<file path="config.mk">
export PLATFORM = sky130hd
export DESIGN_NAME = reconv_unit
export DESIGN_NICKNAME = d
export VERILOG_FILES = /design/src/rtl/reconv_pkg.sv /design/src/rtl/reconv_ctrl.sv /design/src/rtl/reconv_datapath.sv /design/src/rtl/reconv_unit.sv
export SDC_FILE = /design/constraint.sdc
export NUM_CORES = 1
export LEC_CHECK = 0
export ABC_AREA = 1
export BUFFER_PORTS_ARGS = -buffer_cell sky130_fd_sc_hd__buf_2
export CORE_MARGIN = 1
export CORE_UTILIZATION = 60
export CTS_CLUSTER_DIAMETER = 50
export DETAILED_ROUTE_END_ITERATION = 6
export PLACE_DENSITY = 0.84
export RECOVER_POWER = 100
export SKIP_LAST_GASP = 1
export SLEW_MARGIN = 20
export SYNTH_ARGS = -nofsm -noshare
export SYNTH_HDL_FRONTEND = slang
export SYNTH_SLANG_ARGS = --single-unit
</file>
<file path="constraint.sdc">
create_clock -name clk -period 5.2 [get_ports clk]
set_clock_uncertainty 0.15 [all_clocks]
set_input_delay 0.26 -clock clk [delete_from_list [all_inputs] [get_ports clk]]
set_output_delay 0.26 -clock clk [all_outputs]
set_load 0.03 [all_outputs]
</file>
<file path="src/rtl/reconv_pkg.sv">
package reconv_pkg;

  typedef enum logic [1:0] {
    OP_STEP   = 2'd0,
    OP_BRANCH = 2'd1,
    OP_ADD    = 2'd2,
    OP_WAIT   = 2'd3
  } opCode_e;

  // strobes from control to datapath for the PC update
  typedef struct packed {
    logic pcStep;
    logic pcBranch;
  } pcCtrl_t;

endpackage

</file>
<file path="src/rtl/reconv_ctrl.sv">
module reconv_ctrl
  import reconv_pkg::*;
#(
  parameter int THREADS  = 8,
  parameter int NUM_BARS = 4,
  parameter int BAR_W    = 3
) (
  input  logic               clk,
  input  logic               rstN,
  input  logic               opValid,
  input  logic [1:0]         opCode,
  input  logic [BAR_W-1:0]   opBar,
  input  logic [THREADS-1:0] execMask,
  output pcCtrl_t            pcCtrl,
  output logic [THREADS-1:0] setBlock,
  output logic [THREADS-1:0] releaseMask,
  output logic               errFlag
);

  logic [THREADS-1:0]  partQ  [NUM_BARS];
  logic [THREADS-1:0]  arriveQ[NUM_BARS];
  logic [NUM_BARS-1:0] inUseQ;

  opCode_e             code;
  logic                inRange;
  logic [NUM_BARS-1:0] addHit, waitHit, relHit;
  logic                waitMiss, errSet;

  assign code    = opCode_e'(opCode);
  assign inRange = {1'b0, opBar} < (BAR_W+1)'(NUM_BARS);

  assign pcCtrl.pcStep   = opValid && (code != OP_BRANCH);
  assign pcCtrl.pcBranch = opValid && (code == OP_BRANCH);

  always_comb begin
    setBlock    = '0;
    releaseMask = '0;
    waitMiss    = 1'b0;
    for (int b = 0; b < NUM_BARS; b++) begin
      addHit[b]  = opValid && (code == OP_ADD)  && (opBar == BAR_W'(b));
      waitHit[b] = opValid && (code == OP_WAIT) && (opBar == BAR_W'(b)) && inUseQ[b];
      relHit[b]  = inUseQ[b] && (arriveQ[b] == partQ[b]);
      if (opValid && (code == OP_WAIT) && (opBar == BAR_W'(b)) && !inUseQ[b])
        waitMiss = 1'b1;
      if (waitHit[b]) setBlock    = setBlock | (execMask & partQ[b]);
      if (relHit[b])  releaseMask = releaseMask | partQ[b];
    end
    errSet = waitMiss ||
             (opValid && ((code == OP_ADD) || (code == OP_WAIT)) && !inRange);
  end

  generate
    for (genvar b = 0; b < NUM_BARS; b++) begin : g_bar
      always_ff @(posedge clk or negedge rstN) begin
        if (!rstN) begin
          partQ[b]   <= '0;
          arriveQ[b] <= '0;
          inUseQ[b]  <= 1'b0;
        end else if (addHit[b]) begin
          partQ[b]   <= execMask;
          arriveQ[b] <= '0;
          inUseQ[b]  <= 1'b1;
        end else begin
          if (relHit[b])  inUseQ[b]  <= 1'b0;
          if (waitHit[b]) arriveQ[b] <= arriveQ[b] | (execMask & partQ[b]);
        end
      end
    end
  endgenerate

  always_ff @(posedge clk or negedge rstN) begin
    if (!rstN)       errFlag <= 1'b0;
    else if (errSet) errFlag <= 1'b1;
  end

endmodule

</file>
<file path="src/rtl/reconv_datapath.sv">
module reconv_datapath
  import reconv_pkg::*;
#(
  parameter int THREADS = 8,
  parameter int PC_W    = 8
) (
  input  logic               clk,
  input  logic               rstN,
  input  pcCtrl_t            pcCtrl,
  input  logic [PC_W-1:0]    opTarget,
  input  logic [THREADS-1:0] opTaken,
  input  logic [THREADS-1:0] setBlock,
  input  logic [THREADS-1:0] releaseMask,
  output logic               groupValid,
  output logic [PC_W-1:0]    groupPc,
  output logic [THREADS-1:0] execMask,
  output logic [THREADS-1:0] readyMask
);

  logic [PC_W-1:0]    pcQ [THREADS];
  logic [THREADS-1:0] blockedQ;

  assign readyMask = ~blockedQ;

  // lowest ready thread wins: scan from the top so index 0 is written last
  always_comb begin
    groupPc    = '0;
    groupValid = 1'b0;
    for (int i = THREADS-1; i >= 0; i--) begin
      if (!blockedQ[i]) begin
        groupPc    = pcQ[i];
        groupValid = 1'b1;
      end
    end
    for (int i = 0; i < THREADS; i++)
      execMask[i] = !blockedQ[i] && (pcQ[i] == groupPc);
  end

  generate
    for (genvar i = 0; i < THREADS; i++) begin : g_thr
      always_ff @(posedge clk or negedge rstN) begin
        if (!rstN)
          pcQ[i] <= '0;
        else if (execMask[i] && pcCtrl.pcBranch && opTaken[i])
          pcQ[i] <= opTarget;
        else if (execMask[i] && (pcCtrl.pcStep || pcCtrl.pcBranch))
          pcQ[i] <= pcQ[i] + 1'b1;
      end
    end
  endgenerate

  always_ff @(posedge clk or negedge rstN) begin
    if (!rstN) blockedQ <= '0;
    else       blockedQ <= (blockedQ | setBlock) & ~releaseMask;
  end

endmodule

</file>
<file path="src/rtl/reconv_unit.sv">
module reconv_unit
  import reconv_pkg::*;
#(
  parameter int THREADS  = 8,
  parameter int NUM_BARS = 4,
  parameter int PC_W     = 8,
  localparam int BAR_W   = $clog2(NUM_BARS) + 1
) (
  input  logic               clk,
  input  logic               rstN,
  input  logic               opValid,
  input  logic [1:0]         opCode,
  input  logic [BAR_W-1:0]   opBar,
  input  logic [PC_W-1:0]    opTarget,
  input  logic [THREADS-1:0] opTaken,
  output logic               groupValid,
  output logic [PC_W-1:0]    groupPc,
  output logic [THREADS-1:0] execMask,
  output logic [THREADS-1:0] readyMask,
  output logic               errFlag
);

  pcCtrl_t            pcCtrl;
  logic [THREADS-1:0] setBlock;
  logic [THREADS-1:0] releaseMask;

  reconv_ctrl #(.THREADS(THREADS), .NUM_BARS(NUM_BARS), .BAR_W(BAR_W)) u_ctrl (
    .clk(clk), .rstN(rstN), .opValid(opValid), .opCode(opCode), .opBar(opBar),
    .execMask(execMask), .pcCtrl(pcCtrl), .setBlock(setBlock),
    .releaseMask(releaseMask), .errFlag(errFlag)
  );

  reconv_datapath #(.THREADS(THREADS), .PC_W(PC_W)) u_dp (
    .clk(clk), .rstN(rstN), .pcCtrl(pcCtrl), .opTarget(opTarget),
    .opTaken(opTaken), .setBlock(setBlock), .releaseMask(releaseMask),
    .groupValid(groupValid), .groupPc(groupPc), .execMask(execMask),
    .readyMask(readyMask)
  );

endmodule

</file>
Word level (Yosys, flattened, before mapping)
Cells that the tools add are included.

Bits in registers: 141. Latch bits: 0. RAM bits: 0. Bits in read-only memories: 0. Input port bits: 24. Output and inout bits: 26. Word-level logic and storage cells: 219. Memories kept: 0.

Add/sub/neg operators: 8. $mul: 0. Divide/modulo/power cells: 0. Order comparisons: 1. Eq/ne operators: 19. Shift operators: 0. Mux-type cells: 60. Bitwise operators: 18. Reduce and logical (&&, ||, !) cells: 91.

Operators by type and width (number): 8-bit two-way mux (40); 8-bit == test (12); 8-bit OR (11); 8-bit by 1-bit adder with 8-bit output, second input constant (8); 1-bit logical AND (58); 8-bit AND (5); 2-bit nonzero test (16); 1-bit two-way mux (20); 8-bit inverter (2); 1-bit logical NOT (13); 3-bit by 2-bit == test with 1-bit output, second input constant (2); 2-bit == test, second input constant (2); 3-bit by 1-bit == test with 1-bit output, second input constant (1); 3-bit logical NOT (1); 1-bit logical OR (3); 3-bit < comparator, second input constant (1); 2-bit by 1-bit == test with 1-bit output, second input constant (1); 2-bit by 1-bit != test with 1-bit output, second input constant (1).

Logic depth before layout (Yosys ltp)
Gate-level depths: netlist of run 1.

Word-level depth: 20. Mapped depth: 20. Gate-level depth less buffers: 19.

Cells and area by module
Synthesis of run 1 repeated with hierarchy kept, for this count alone.

Cell total of the unflattened synthesis: 1454. Area, all modules: 9879.5 µm².

Modules (own cells, without submodules): reconv_datapath (times used 1, cells each 927, area each 6148.4 µm², seq. area each 1801.7 µm²); reconv_ctrl (times used 1, cells each 527, area each 3731.1 µm², seq. area each 1726.7 µm²).

Worst setup path after synthesis of run 1
Ideal clock, no wire load.

Path kind: reg2out. Start: register u_dp.blockedQ[5]. End: output port execMask[5]. Arrival time: 1986 ps. Required time: 4790 ps. Setup slack: 2804 ps. Cell stages (with the launch flop): 17. Buffers on the path: 3. Cells stage by stage: dfrtp_1 > inv_1 > buf_2 > a21oi_1 > nand2_1 > nand2_1 > nand2_1 > nand2_1 > nand2_4 > nand2_4 > nand2_2 > nand2_2 > nor2_1 > nand3_2 > nor2_4 > buf_6 > buf_8.

Word-level cells in the longest chain between the ends: 8. Elaborated cells on any way between the ends: 9. Classes of those cells: 1 x eq/ne; 6 x mux; 2 x reduce/logical.

Ends and longest elaborated chain: start: declaration (line reconv_datapath.sv:21) `logic [THREADS-1:0] blockedQ;`; start signal: assignment (line reconv_datapath.sv:54) `else blockedQ <= (blockedQ | setBlock) & ~releaseMask;`; 8-bit two-way mux (6 in a row) (line reconv_datapath.sv:30) `if (!blockedQ[i]) begin`; 8-bit == test (line reconv_datapath.sv:36) `execMask[i] = !blockedQ[i] && (pcQ[i] == groupPc);`; 1-bit logical AND (*) (line reconv_datapath.sv:36); end: declaration (line reconv_unit.sv:18) `output logic [THREADS-1:0] execMask,`.

Mark *: on every way between the ends. The rest lies on a longest branch, timed or not.

Worst setup path in the final report of run 1
Start: register u_dp.blockedQ[0]. End: output port execMask[1].

Word-level cells in the longest chain between the ends: 3.

Ends and longest elaborated chain (line): 8-bit two-way mux (reconv_datapath.sv:30); 8-bit == test (reconv_datapath.sv:36); 1-bit logical AND (reconv_datapath.sv:36).

No other way between the ends.

==> flow_summary.json, run 1 <==
{
  "outcome": "finished with violations",
  "failed_checks": "max-capacitance violations, max-slew violations",
  "fin_crit_sh_pct": 85.00,
  "vdd_drop_max_mv": 0.4461,
  "antenna_found_initial": 0,
  "syn_to_final_growth_pct": 7.074,
  "grt_pass1_wl_um": 50590,
  "design_area_mm2": 0.01068,
  "cp_slowest_cell": "nand2_1",
  "critPathArrivalTime_ns": 4.01,
  "syn-num-nets": 1490,
  "power_frac_seq_pct": 29.2,
  "core-area_mm2": 0.01606,
  "start_util_pct": 62.12,
  "ant_nets": 0,
  "synth_cell_type_count": 38,
  "power_mw": 6.518,
  "relSlewSlack_pct": -60.15,
  "path_common_cell": "nand2_1",
  "drc": 0,
  "synth_seq_cells": 141,
  "critical_path.max_fanout": 27,
  "nNetsFinal": 1513,
  "htreeDepth": 4,
  "worstHoldPathType": "input port to register",
  "placed_cell_area_mm2": 0.01020,
  "cts_made_buffers": 17,
  "yosysWarnings": 0,
  "tightest_slew_ns": 2.402,
  "fin_crit_ns": 4.420,
  "clkPwrFrac_pct": 18.5,
  "final.setup.tns_ns": 0,
  "post-synth-top-area-cell": "dfrtp_1",
  "drt-pass1-iter-count": 6,
  "dp_hpwl_um": 22180,
  "pre_cts_ws_ns": 1.735,
  "combPwrFrac_pct": 52.4,
  "seq_area_frac_synth_pct": 35.37,
  "p_sw_mw": 3.391,
  "max-cap-violations": 2,
  "path_class": "register to primary output",
  "slew_violations": 108,
  "drive_above_1_share_pct": 6.627,
  "grt_start_max_net_pins": 98,
  "finalWorstSetupSlack_ns": 0.7801,
  "synth_edf_count": 0,
  "n_fill_cell": 1392,
  "synth_top_area_share_pct": 35.37,
  "fmax_mhz": 226.2,
  "routed_wl_um": 31880,
  "pin_count": 50,
  "worstPathCellList": "inv_1, nand2_1, nand2_1, nand2_1, nand2_1, nor2_1, nand3_1, nor2_4, clkbuf_1",
  "synthArstFlopShare_pct": 100.0,
  "cts_resized": 0,
  "synth_common_cells": "393 x nand2_1, 199 x nand3_1, 168 x inv_1, 141 x dfrtp_1, 116 x nor2_1",
  "yosysMostFrequentCell": "nand2_1",
  "die_w_um": 130.9,
  "leakagePower_nw": 5.212,
  "clk_pin_slew_ns": 0.06,
  "first_global_vias": 9538,
  "clockBufferDepth": 2,
  "yosys-top-cells-area": "dfrtp_1 35%, nand2_1 15%, nand3_1 10%",
  "die_h_um": 130.9,
  "grt_usage_pct": 39.48,
  "clock_sinks": 141,
  "critPathLaunchType": "register",
  "synth_flop_cell": "dfrtp_1",
  "rows": 46,
  "setup_violations": 0,
  "rsz0062_at_grt": "no",
  "worstSetupEndpointType": "primary output",
  "grt_overflow": 0,
  "clkLatencyLatePin_ns": 0.44,
  "syn_area_per_cell_um2": 6.841,
  "drt_iter0_drc": 1395,
  "antennaDiodeCount": 0,
  "fp.dieArea_mm2": 0.01714,
  "cts_root_buffer": "clkbuf_16",
  "place_congestion": 1.084,
  "routed_via_density": 6.051,
  "io_buffers": 49,
  "vias": 10350,
  "synth_area_mm2": 0.009975,
  "routedWlPerCell_um": 18.64,
  "p_int_mw": 3.127,
  "swShare_pct": 52.03,
  "synthCells": 1458,
  "hold_viol_final": 0,
  "crit_required_ns": 4.79,
  "cpPeakStageDelay_ns": 0.57,
  "cts_tree": "yes",
  "pwr_density_cell_mw_per_mm2": 610.3
}
path summary, 6_finish.rpt:
| check | start | end | slack [ns] | cells past startpoint |
|---|---|---|---|---|
| setup / recovery | u_dp.blockedQ[0] | execMask[1] | 0.78 | 9 |
| hold / removal | opCode[0] | u_ctrl.inUseQ[2] | 0.04 | 4 |
| setup reg to reg | u_dp.blockedQ[0] | u_dp.pcQ[48] | 1.09 | 11 |
| hold reg to reg | u_ctrl.arriveQ[5] | u_ctrl.arriveQ[5] | 0.38 | 2 |
| max in group asynchronous | rstN | u_dp.pcQ[48] | 1.81 | 3 |
| min in group asynchronous | rstN | u_dp.pcQ[29] | 0.92 | 2 |
sequential cells by signal, indices dropped and copies added, names as in the netlist:
| register | count |
|---|---|
| u_ctrl.inUseQ | 4 |
| u_ctrl.errFlag | 1 |
| u_dp.pcQ | 64 |
| u_ctrl.arriveQ | 32 |
| u_dp.blockedQ | 8 |
| u_ctrl.partQ | 32 |
final cells by class:
cell class,instances,area [µm²],share of cell area (%)
clock inverter,13,116.4,1.090
sequential,141,3528,33.04
tap,216,270.3,2.530
clock buffer,19,452.9,4.241
timing repair buffer,57,280.3,2.624
inverter,172,645.6,6.045
multi-input combinational,1092,5386,50.43
power by group through the flow:
stage | Combinational [mW] | Sequential [mW] | Clock (mW)
after CTS | 3.41 | 1.88 | 1.20
after global placement | 3.35 | 1.89 | 0
after floorplan | 2.69 | 1.72 | 0
after global routing | 3.76 | 1.94 | 1.25
final | 3.41 | 1.90 | 1.20
after detailed placement | 3.38 | 1.89 | 0
per-stage QoR:
| step | hold slack, ns | std cells | utilization (%) |
|---|---|---|---|
| floorplan | -0.1856 | 1458 | - |
| detailed placement | 0.2658 | 1675 | 63.54 |
| finish | 0.03551 | 1710 | 66.51 |
| global route | 0.07110 | 1710 | 66.51 |
| CTS | 0.03196 | 1710 | 67.27 |
| global placement | 0.2549 | 1675 | 63.54 |
cells in the final DEF, fill, tap and decap left out, types with 5 or more instances in the layout:
cell	instances
buf_2	30
nor2_1	117
nand3b_1	6
inv_1	170
nor2_4	7
ha_1	8
nand3_1	200
o211ai_1	5
nand2_1	407
dfrtp_1	141
clkbuf_16	17
clkinv_2	5
a21oi_1	93
nand2_4	8
nand4_1	62
nand2_2	6
o21ai_0	52
o21ai_1	5
xor2_1	56
o31ai_1	7
xnor2_1	5
clkbuf_1	20
nor3_1	27
worst max-delay path: cells and delay by family, from the launching register on:
family | cells | cell delay, ns
and+or+nand+nor | 7 | 2.19
buffers and inverters | 2 | 0.82
DFF | 1 | 0.53
repair_timing:
| action | 4_1_cts | 5_1_grt |
|---|---|---|
| hold buffers | 3 | 0 |
| setup buffers | 0 | 0 |
| hold endpoints to repair | 97 | 0 |
cells by family (layout without fill, tap and decap cells):
kind of cell	count (synthesis)	in the layout	share of synthesized area [%]
AO/OA/AOI/OAI	171	171	9.220
XOR/XNOR	61	61	5.356
flip-flops	141	141	35.37
AND/OR/NAND/NOR	852	852	39.20
buffers and inverters	225	261	9.847
adder cells (fa/ha/maj)	8	8	1.004
per-layer routing:
| layer | wire length [µm] | global-route usage [%] | up-vias |
|---|---|---|---|
| met5 | 0 | 0 | - |
| met4 | 1472 | 19.81 | 0 |
| met3 | 3547 | 10.30 | 131 |
| met2 | 13740 | 58.61 | 596 |
| met1 | 13120 | 53.19 | 4809 |
| li1 | - | - | 4811 |
(Power assumes the default switching activity.)
==> run 2: changes to the inputs <==
Settings changed: ABC_AREA 1 to 0.
Clock period 5.2 ns to 4.2 ns, I/O delays scaled along.
==> flow_summary.json, run 2 <==
{
  "outcome": "finished with violations",
  "failed_checks": "max-capacitance violations, max-slew violations",
  "grt_overflow": 0,
  "htreeDepth": 4,
  "synth_top_area_share_pct": 35.01,
  "relSlewSlack_pct": -68.28,
  "fin_crit_sh_pct": 97.72,
  "start_util_pct": 61.20,
  "final_cells": 1397,
  "synth_area_mm2": 0.01008,
  "cp_top_family": "simple AND/OR/NAND/NOR gates",
  "fp.dieArea_mm2": 0.01732,
  "met1Wirelength_um": 12110,
  "cts_tree": "yes",
  "route.met2.wl_um": 14400,
  "grt_usage_pct": 37.09,
  "cp_slowest_cell": "or4_4",
  "post-synth-top-area-cell": "dfrtp_1",
  "wl_met3_um": 3393,
  "routed_wl_um": 31840,
  "syn_to_final_growth_pct": 9.511,
  "clkLatencyLatePin_ns": 0.44,
  "synth_seq_cells": 141,
  "slew_violations": 116,
  "final_common_cell": "nand2_1",
  "design_area_mm2": 0.01104,
  "crit_buf_inv": 3,
  "tightest_slew_ns": 2.524,
  "clk_pin_slew_ns": 0.07,
  "worstHoldPathType": "input port to register",
  "grt_pass1_wl_um": 50130,
  "dp_hpwl_um": 21830,
  "largest_reg_flops": 64,
  "routedWlPerCell_um": 22.79,
  "yosys-top-cells-area": "dfrtp_1 35%, nand2_1 5.8%, xor2_1 4.0%",
  "fmax_mhz": 243.6,
  "drive_above_1_share_pct": 13.59,
  "routed_via_density": 7.205,
  "leakagePower_nw": 4.700,
  "clockBufferDepth": 2,
  "final_cell_mix": "155 x nand2_1, 139 x dfrtp_1, 64 x o21ai_0",
  "postCtsSetupRepairBufs": 0,
  "crit_required_ns": 3.84,
  "dp.cells": 1359,
  "p_sw_mw": 1.922,
  "place_congestion": 1.034,
  "first_global_vias": 9212,
  "die_h_um": 131.6,
  "critPathLaunchType": "register",
  "synthArstFlopShare_pct": 100.0,
  "hold_viol_final": 0,
  "pin_count": 50,
  "p_int_mw": 2.896,
  "syn-num-nets": 1197,
  "drt_iter0_drc": 1262,
  "vdd_drop_max_mv": 0.3079,
  "path_class": "register to primary output",
  "grt_start_max_net_pins": 100,
  "swShare_pct": 39.90,
  "rsz0062_at_grt": "no",
  "power_frac_seq_pct": 38.8,
  "cts_root_buffer": "clkbuf_16",
  "reg2reg_slack_ns": 0.38,
  "min_path_cells": 3,
  "clkPwrFrac_pct": 31.4,
  "rows": 47,
  "cts_made_buffers": 17,
  "synth_cell_type_count": 82,
  "syn_area_per_cell_um2": 8.650,
  "pwr_density_cell_mw_per_mm2": 436.6,
  "synth_common_cells": "156 x nand2_1, 141 x dfrtp_1, 69 x clkbuf_1, 62 x o21ai_0, 56 x nand3_1",
  "worstPathCellList": "inv_2, a221oi_4, o21a_4, o211ai_1, or4b_1, or4_4, clkinv_2, clkbuf_2",
  "vias": 10070,
  "fin_crit_ns": 4.104,
  "routed.top_layer": "met4",
  "synthCells": 1165,
  "ant_nets": 0,
  "io_buffers": 49,
  "cpPeakStageDelay_ns": 0.66,
  "clock_sinks": 141,
  "power_mw": 4.818,
  "drc": 0,
  "antennaDiodeCount": 0,
  "nNetsFinal": 1196,
  "max-cap-violations": 2,
  "synth_flop_cell": "dfrtp_1",
  "reg.largest.list": "u_dp.pcQ (64), u_ctrl.arriveQ (32), u_ctrl.partQ (32)",
  "critical_path.max_fanout": 14,
  "combPwrFrac_pct": 29.8,
  "die_w_um": 131.6,
  "placed_cell_area_mm2": 0.01040,
  "synth_edf_count": 0,
  "critPathArrivalTime_ns": 3.74,
  "core-area_mm2": 0.01647,
  "final.setup.tns_ns": 0,
  "antenna_found_initial": 0,
  "crit_cells": 8,
  "yosysMostFrequentCell": "nand2_1",
  "drt-pass1-iter-count": 6,
  "r2r_cells": 9,
  "worstSetupEndpointType": "primary output",
  "seq_area_frac_synth_pct": 35.01,
  "setup_violations": 0,
  "yosysWarnings": 0,
  "top_register": "u_dp.pcQ"
}
## run 2: changes by cell type in the layout (fill, tap and decap cells not counted), moves of 53 or more
cell     previous run  this run
nand2_1           407       155
nand3_1           200        56
inv_1             170        30
nor2_1            117        26
a21oi_1            93        40
nand4_1            62         9
## run 2: layout make-up
| class | instances | area, µm² |
|---|---|---|
| clock buffers | 17 | 425.4 |
| clock inverters | 15 | 167.7 |
| fillers | 1331 | 5430 |
| inverters | 32 | 121.4 |
| multi-input cells | 891 | 6047 |
| flip-flops and latches | 141 | 3531 |
| well taps | 220 | 275.3 |
| repair buffers | 81 | 467.9 |
## run 2: cell families (layout without fill, tap and decap cells)
| logic type | Yosys count | after routing | synth area share (%) |
|---|---|---|---|
| compound gates | 400 | 400 | 30.42 |
| xor+xnor | 53 | 53 | 4.606 |
| fa+ha+maj | 8 | 8 | 0.9933 |
| buf+inv | 133 | 145 | 5.488 |
| flops | 141 | 141 | 35.01 |
| mux | 24 | 24 | 2.769 |
| simple gates | 406 | 406 | 20.71 |
## run 2: power by group through the flow
| stage | Clock [mW] | Combinational (mW) | Sequential [mW] |
|---|---|---|---|
| 3_3_place_gp | 0 | 1.38 | 1.86 |
| 6_report | 1.51 | 1.44 | 1.87 |
| 3_5_place_dp | 0 | 1.40 | 1.86 |
| 5_1_grt | 1.57 | 1.55 | 1.88 |
| 4_1_cts | 1.52 | 1.42 | 1.84 |
| 2_1_floorplan | 0 | 1.12 | 1.67 |
## run 2: through the flow
| stage | setup WS, ns | util (%) | hold slack [ns] |
|---|---|---|---|
| floorplan | 0.8073 | - | -0.2356 |
| finish | 0.09563 | 67.02 | 0.06108 |
| detailed placement | 0.3329 | 63.15 | 0.2332 |
| global route | 0.01137 | 67.02 | 0.05263 |
| global placement | 0.4941 | 63.15 | 0.2283 |
| CTS | 0.04941 | 67.13 | 0.03182 |
## run 2: worst paths after layout
check / startpoint / endpoint
min in group asynchronous: rstN / u_dp.pcQ[33]
max in group asynchronous: rstN / u_dp.blockedQ[0]
worst min register to register: u_ctrl.arriveQ[28] / u_ctrl.arriveQ[28]
worst min-delay path: opTarget[5] / u_dp.pcQ[61]
worst max register to register: u_dp.blockedQ[0] / u_dp.pcQ[37]
worst max-delay path: u_dp.blockedQ[1] / execMask[7]
## run 2: what timing repair did
item                                   4_1_cts  5_1_grt
hold buffers                                 6        0
gates resized for setup                      1        7
endpoints found under the hold margin      100        0
setup endpoints to repair                    1        4
## run 2: tightest hold or removal path, stage by stage
cell and delay (ns):
buf_2 0.22, nand2_1 0.10, o21ai_0 0.07
## run 2: layer usage
metal  vias up  GRT usage [%]
met5         -              0
met4         0          22.16
met3       146          7.523
met2       749          57.23
met1      4739          48.13
li1       4431              -
==> run 3: changes to the inputs <==
Settings changed: CELL_PAD_IN_SITES_DETAIL_PLACEMENT set to 0, CELL_PAD_IN_SITES_GLOBAL_PLACEMENT set to 1, CORE_UTILIZATION 60 to 48, PLACE_DENSITY 0.84 to 0.87, SLEW_MARGIN 20 to 5.
==> flow_summary.json, run 3 (synthesis results as in run 2) <==
{
  "pre_cts_ws_ns": 0.4319,
  "combPwrFrac_pct": 29.3,
  "p_int_mw": 2.945,
  "crit_required_ns": 3.84,
  "largest_reg_flops": 64,
  "io_buffers": 49,
  "htreeDepth": 4,
  "reg.largest.list": "u_dp.pcQ (64), u_ctrl.arriveQ (32), u_ctrl.partQ (32)",
  "clock_sinks": 141,
  "antennaDiodeCount": 0,
  "final_cells": 1456,
  "vias": 9800,
  "worstSetupEndpointType": "primary output",
  "pin_count": 50,
  "routed_via_density": 6.731,
  "rows": 52,
  "p_sw_mw": 1.835,
  "path_class": "register to primary output",
  "cts_tree": "yes",
  "drive_above_1_share_pct": 13.83,
  "syn_to_final_growth_pct": 10.21,
  "nNetsFinal": 1206,
  "critPathArrivalTime_ns": 3.73,
  "n_fill_cell": 1915,
  "start_util_pct": 49.33,
  "setup_violations": 0,
  "cp_slowest_cell": "or4_4",
  "drt_iter0_drc": 1133,
  "clockBufferDepth": 2,
  "first_global_vias": 9138,
  "max-cap-violations": 1,
  "dp.cells": 1419,
  "clkLatencyLatePin_ns": 0.44,
  "final_cell_mix": "155 x nand2_1, 140 x dfrtp_1, 62 x o21ai_0",
  "die_w_um": 146.9,
  "postCtsSetupRepairBufs": 0,
  "core-area_mm2": 0.02043,
  "worstHoldPathType": "input port to register",
  "fin_crit_ns": 4.086,
  "fp.dieArea_mm2": 0.02158,
  "top_register": "u_dp.pcQ",
  "final_common_cell": "nand2_1",
  "regArea_mm2": 0.003530,
  "dp_hpwl_um": 23480,
  "slew_violations": 85,
  "crit_buf_inv": 3,
  "final.setup.tns_ns": 0,
  "grt_usage_pct": 31.92,
  "power_frac_seq_pct": 39.1,
  "swShare_pct": 38.39,
  "rsz0062_at_grt": "no",
  "die_h_um": 146.9,
  "ant_nets": 0,
  "critPathLaunchType": "register",
  "routedWlPerCell_um": 22.96,
  "routed_wl_um": 33430,
  "hold_viol_final": 0,
  "cts_made_buffers": 17,
  "worstPathCellList": "inv_1, a221oi_2, o21a_2, o2111ai_1, or4b_1, or4_4, clkinv_2, clkbuf_2",
  "clkPwrFrac_pct": 31.7,
  "power_mw": 4.780,
  "grt_overflow": 0,
  "grt_pass1_wl_um": 53050,
  "drc": 0,
  "grt_start_max_net_pins": 85,
  "fin_crit_sh_pct": 97.28,
  "cts_root_buffer": "clkbuf_16",
  "tightest_slew_ns": 2.163,
  "leakagePower_nw": 4.715,
  "outcome": "finished with violations",
  "cp_top_family": "simple AND/OR/NAND/NOR gates",
  "clk_pin_slew_ns": 0.06,
  "multiInputGateArea_mm2": 0.006007,
  "critical_path.max_fanout": 14,
  "fmax_mhz": 244.7,
  "finalWorstSetupSlack_ns": 0.1140,
  "place_congestion": 0.9854,
  "antenna_found_initial": 0,
  "relSlewSlack_pct": -44.22,
  "failed_checks": "max-capacitance violations, max-slew violations",
  "cpPeakStageDelay_ns": 0.66,
  "pwr_density_cell_mw_per_mm2": 430.4,
  "vdd_drop_max_mv": 0.2188,
  "drt-pass1-iter-count": 5
}
-- run 3: cell type report --
class | instances | share of cell area, %
Multi-Input combinational cell | 891 | 54.09
Sequential cell | 141 | 31.78
Timing Repair Buffer | 91 | 4.788
Clock buffer | 19 | 4.078
Tap cell | 270 | 3.042
Clock inverter | 12 | 1.127
Inverter | 32 | 1.093
-- run 3: worst min-delay path, stage by stage --
cell     delay (ns)
buf_2          0.22
nand2_1        0.09
o21ai_0        0.08
-- run 3: power groups by stage --
stage,clock (mW),sequential [mW],combinational [mW]
2_1_floorplan,0,1.67,1.12
3_3_place_gp,0,1.87,1.39
3_5_place_dp,0,1.87,1.41
4_1_cts,1.53,1.85,1.42
5_1_grt,1.58,1.89,1.54
6_report,1.51,1.87,1.40
-- run 3: what timing repair did --
action	in CTS	in global routing
endpoints found under the hold margin	85	0
hold buffers	6	0
resized for setup	1	3
setup endpoints to repair	1	3
-- run 3: final timing paths --
kind,start,endpoint,slack (ns),depth (start not counted)
worst max register to register,u_dp.blockedQ[1],u_dp.pcQ[0],0.53,9
min in group asynchronous,rstN,u_ctrl.partQ[0],0.82,2
worst min-delay path,opTarget[0],u_dp.pcQ[56],0.07,3
worst min register to register,u_ctrl.arriveQ[11],u_ctrl.arriveQ[11],0.36,1
worst max-delay path,u_dp.blockedQ[1],execMask[7],0.11,8
max in group asynchronous,rstN,u_dp.pcQ[12],1.35,3
-- run 3: per-layer routing --
layer,track usage [%],wire length [µm],vias up
li1,-,-,4459
met1,46.09,15030,4821
met2,47.23,14880,451
met3,5.870,2568,69
met4,12.47,949,0
met5,0,0,-
-- run 3: through the flow --
step,utilization [%],instance area (µm²),hold WS (ns)
CTS,54.71,11180,0.04167
detailed placement,51.57,10540,0.1842
global route,54.36,11110,0.07629
finish,54.36,11110,0.06526
floorplan,-,10080,-0.2356
global placement,51.57,10540,0.1847
